File: src/rtl/slsh_pkg.sv
package slsh_pkg;
  // index of each strobe in the edge-detector vector
  localparam int unsigned STB_SHIFT = 0;
  localparam int unsigned STB_LATCH = 1;
  localparam int unsigned STB_COUNT = 2;

  typedef struct packed {
    logic latch;
    logic shift;
  } strobe_evt_t;
endpackage

File: src/rtl/slsh_edge_detect.sv
module slsh_edge_detect #(
  parameter int unsigned W = 2
) (
  input  logic         clk,
  input  logic [W-1:0] level,
  output logic [W-1:0] rise
);
  logic [W-1:0] prev_q;

  // the previous level is tracked in every cycle, reset included
  for (genvar i = 0; i < W; i++) begin : g_bit
    always_ff @(posedge clk) begin
      prev_q[i] <= level[i];
    end
    assign rise[i] = level[i] & ~prev_q[i];
  end
endmodule

File: src/rtl/slsh_shift_chain.sv
module slsh_shift_chain #(
  parameter int unsigned N = 8
) (
  input  logic         clk,
  input  logic         rst,
  input  logic         clr_n,
  input  logic         advance,
  input  logic         din,
  output logic [N-1:0] stages
);
  logic [N-1:0] sr_q;

  for (genvar i = 0; i < N; i++) begin : g_stage
    logic d;
    if (i == 0) begin : g_head
      assign d = din;
    end else begin : g_body
      assign d = sr_q[i-1];
    end
    always_ff @(posedge clk or negedge clr_n) begin
      if (!clr_n)       sr_q[i] <= 1'b0;
      else if (rst)     sr_q[i] <= 1'b0;
      else if (advance) sr_q[i] <= d;
    end
  end

  assign stages = sr_q;
endmodule

File: src/rtl/slsh_hold_stage.sv
module slsh_hold_stage #(
  parameter int unsigned N = 8
) (
  input  logic         clk,
  input  logic         rst,
  input  logic         capture,
  input  logic [N-1:0] stages,
  input  logic         oe_n,
  output logic [N-1:0] hold,
  output logic [N-1:0] par_q,
  output logic         par_drive
);
  logic [N-1:0] hold_q;
  logic         drive_q;

  always_ff @(posedge clk) begin
    if (rst) begin
      hold_q  <= '0;
      drive_q <= 1'b0;
    end else begin
      if (capture) hold_q <= stages;
      drive_q <= ~oe_n;
    end
  end

  assign hold      = hold_q;
  assign par_drive = drive_q;
  assign par_q     = drive_q ? hold_q : '0;
endmodule

File: src/rtl/serial_latch_shifter.sv
module serial_latch_shifter
  import slsh_pkg::*;
#(
  parameter int unsigned N = 8
) (
  input  logic         clk,
  input  logic         rst,
  input  logic         clr_n,
  input  logic         ser_in,
  input  logic         shift_strb,
  input  logic         latch_strb,
  input  logic         oe_n,
  output logic         ser_out,
  output logic [N-1:0] par_q,
  output logic         par_drive
);
  logic [STB_COUNT-1:0] levels;
  logic [STB_COUNT-1:0] rises;
  strobe_evt_t          evt;
  logic [N-1:0]         sr_q;
  logic [N-1:0]         hold_q;

  assign levels[STB_SHIFT] = shift_strb;
  assign levels[STB_LATCH] = latch_strb;

  slsh_edge_detect #(.W(STB_COUNT)) u_edges (
    .clk   (clk),
    .level (levels),
    .rise  (rises)
  );

  assign evt.shift = rises[STB_SHIFT];
  assign evt.latch = rises[STB_LATCH];

  slsh_shift_chain #(.N(N)) u_chain (
    .clk     (clk),
    .rst     (rst),
    .clr_n   (clr_n),
    .advance (evt.shift),
    .din     (ser_in),
    .stages  (sr_q)
  );

  slsh_hold_stage #(.N(N)) u_hold (
    .clk       (clk),
    .rst       (rst),
    .capture   (evt.latch),
    .stages    (sr_q),
    .oe_n      (oe_n),
    .hold      (hold_q),
    .par_q     (par_q),
    .par_drive (par_drive)
  );

  assign ser_out = sr_q[N-1];
endmodule

File: config.mk
export PLATFORM = sky130hd
export DESIGN_NAME = serial_latch_shifter
export DESIGN_NICKNAME = d
export VERILOG_FILES = /design/src/rtl/slsh_pkg.sv /design/src/rtl/slsh_edge_detect.sv /design/src/rtl/slsh_shift_chain.sv /design/src/rtl/slsh_hold_stage.sv /design/src/rtl/serial_latch_shifter.sv
export SDC_FILE = /design/constraint.sdc
export NUM_CORES = 1
export LEC_CHECK = 0
export BUFFER_PORTS_ARGS = -buffer_cell sky130_fd_sc_hd__buf_2
export CAP_MARGIN = 20
export CORE_UTILIZATION = 46
export DETAILED_ROUTE_END_ITERATION = 16
export MAX_ROUTING_LAYER = met4
export PLACE_DENSITY = 0.79
export SLEW_MARGIN = 20
export SYNTH_ARGS = -nofsm -noshare
export SYNTH_HDL_FRONTEND = slang
export SYNTH_SLANG_ARGS = --single-unit
File: constraint.sdc
create_clock -name clk -period 0.85 [get_ports clk]
set_clock_uncertainty 0.1 [all_clocks]
set_input_delay 0.0425 -clock clk [delete_from_list [all_inputs] [get_ports clk]]
set_output_delay 0.0425 -clock clk [all_outputs]
set_load 0.02 [all_outputs]
==> flow_summary.toml <==
[run_status]
status = "complete, but fails checks"
violations = "setup timing"

[floorplan]
dieArea_mm2 = 0.00201
rows = 15
fp.dieW_um = 44.9
io-pin-count = 17
start_util_pct = 48.9
die_y_um = 44.9
core_mm2 = 0.00173

[setup_path]
cp_num_cells = 2
cp-startpoint = "u_hold.par_drive"
timing.critical_path.from_type = "register"
worst-path-buf-inv = 1
r2r_setup_slack_ns = -0.11
critPathTopFamily = "flip-flops"
endpoint = "par_q[0]"
critPathCaptureType = "output pin"
crit_chain = "and2_1 -> buf_2"
max_stage_delay_ns = 0.38
crit_fanout = 9
path_class = "reg -> out"
cp.required_ns = 0.71
rr_startpoint = "u_edges.prev_q[0]"
crit_slowest_cell = "dfxtp_4"
rr_endpoint = "u_chain.g_stage[7].d"
cp.arrival_ns = 0.97
reg2reg_depth = 2

[drt]
wirelength_um = 1280
ant_nets = 0
firstDrtPassIters = 1
wl_per_cell_um = 10.9
drc_errors = 0
vias_per_cell = 4.56
vias = 538
dr.first_iter.drc_count = 0

[timing]
fin_ws_ns = -0.261
fin_crit_sh_pct = 131
fmax_mhz = 900
worst_slew_pin_slew_ns = 0.228
relSlewSlack_pct = 84.8
setup_viol = 21
hold_viol = 0
maxSlewViolCount = 0
rsz0062_at_grt = "true"
post-route-min-period_ns = 1.11

[pwr]
swShare_pct = 22.1
power.density_mw_per_mm2 = 1410
p_int_mw = 1.17
p_leak_nw = 0.534
switchingPower_mw = 0.333
ir_drop_mv = 1.13
pwr-share-seq_pct = 60.9
power_mw = 1.51
clkPwrFrac_pct = 29.8
p_comb_share_pct = 9.3

[clock_network]
htree_levels = 1
clock_sinks = 19
cts.path.max_buffers = 2
clk_latency_ns = 0.29
root_buffer = "clkbuf_4"
cts_inserted_buffers = 3
clk_pin_slew_ns = 0.10
cts_tree = "done"

[place]
dp_hpwl_um = 876
finalWeightedCongestion = 0.722
port_buffers = 16
placedCellCount = 107
dpl_cell_area_um2 = 938
dp_slack_ns = -0.0725

[grt]
grt-ovfl-total = 0
grt_usage_pct = 15.1
antenna_found_initial = 0
grt_pass1_wl_um = 2080
grt_max_degree = 19
grt_pass1_vias = 502

[yosys]
synthesis.nets = 76
synth_area_um2 = 845
synthDistinctLibCells = 16
synth-seq-area-share_pct = 49.8
yosysWarnings = 0
synth.avg_cell_area_um2 = 12.2
ys_ff_latch = 19
syn_inst = 69

[final_layout]
antenna_cells = 0
layout_common_cells = "mux2i_1, buf_2, and2_1, dfrtp_1"
drive_gt1_share_pct = 41.9
final_area_mm2 = 0.00107
final_cells = 118
final_common_cell = "mux2i_1"
area_growth_pct = 26.8
nNetsFinal = 101
postLayoutCoreUtil_pct = 62.0

[hold_path]
hold_path_class = "in -> async"

[flow_run]
cap_violations = 0
-- flip-flops by register name (all words and copies together) (netlist names) --
name and cells:
u_chain.stages 1, u_hold.par_drive 1, u_chain.g_stage.d 7, u_hold.hold 8, u_edges.prev_q 2
-- stage by stage --
step	hold slack [ns]	TNS, ns
6_report	0.00950	-3.17
5_1_grt	0.0150	-4.01
4_1_cts	0.00577	-3.73
3_5_place_dp	-0.208	-0.573
3_3_place_gp	-0.212	-0.399
2_1_floorplan	-0.353	-0.197
-- area by class of cell --
class | count | area, µm²
clock buffers | 4 | 26.3
repair buffers | 24 | 178
well taps | 25 | 31.3
flip-flops and latches | 19 | 428
fillers | 151 | 656
multi-input cells | 46 | 408
-- power by group through the flow --
stage                     combinational (mW)  clock (mW)  sequential, mW
after global routing                   0.150       0.481           0.920
after global placement                 0.108           0           0.938
after floorplan                       0.0849           0           0.939
final                                  0.140       0.449           0.918
after detailed placement               0.109           0           0.939
after CTS                              0.138       0.460           0.919
-- cells in the mapped netlist --
cell / instances / area share [%]
mux2i_1: 14 / 17
dfxtp_1: 11 / 26
nand2b_1: 9 / 6.7
and2_1: 8 / 5.9
dfrtp_1: 8 / 24
nand2b_2: 7 / 7.3
buf_6: 2 / 2.7
nand2b_4: 2 / 3.3
buf_4: 1 / 0.89
clkbuf_2: 1 / 0.59
mux2i_2: 1 / 1.6
nand4bb_1: 1 / 1.3
nor2_1: 1 / 0.44
nor2b_1: 1 / 0.74
nor2b_4: 1 / 1.6
o21ai_1: 1 / 0.59
-- logic make-up (layout without fill, tap and decap cells) --
| family | after synthesis | after routing | synth area share, % |
|---|---|---|---|
| AND/OR/NAND/NOR | 30 | 30 | 27.3 |
| AO/OA/AOI/OAI | 1 | 1 | 0.592 |
| multiplexers | 15 | 15 | 18.2 |
| buffers and inverters | 4 | 28 | 4.15 |
| flip-flops | 19 | 19 | 49.8 |
-- layer usage --
layer	GRT usage (%)	up-vias	part of all wire, %
li1	-	276	-
met1	18.5	246	47
met2	24.4	14	48
met3	2.40	2	3.0
met4	7.27	0	1.3
met5	-	-	0
-- what timing repair did --
action / in CTS / in global routing
hold buffers: 6 / 0
setup endpoints to repair: 24 / 27
hold endpoints to repair: 18 / 0
buffers inserted: 1 / 0
resized for setup: 6 / 7
pin swaps: 1 / 0
-- worst reg2reg max path, stage by stage (launching register included) --
cell and delay (ns):
dfxtp_2 0.35, nor2b_4 0.22, mux2i_1 0.21
-- how the worst min path moves through the flow --
stage	start	endpoint	slack (ns)
final	clr_n	u_chain.g_stage[6].d	0.009
after global routing	clr_n	u_chain.g_stage[4].d	0.01
after CTS	clr_n	u_chain.g_stage[7].d	0.006
after global placement	clr_n	u_chain.g_stage[6].d	-0.21
after detailed placement	clr_n	u_chain.g_stage[6].d	-0.21
after floorplan	clr_n	u_chain.g_stage[1].d	-0.35
(Power assumes the default switching activity.)
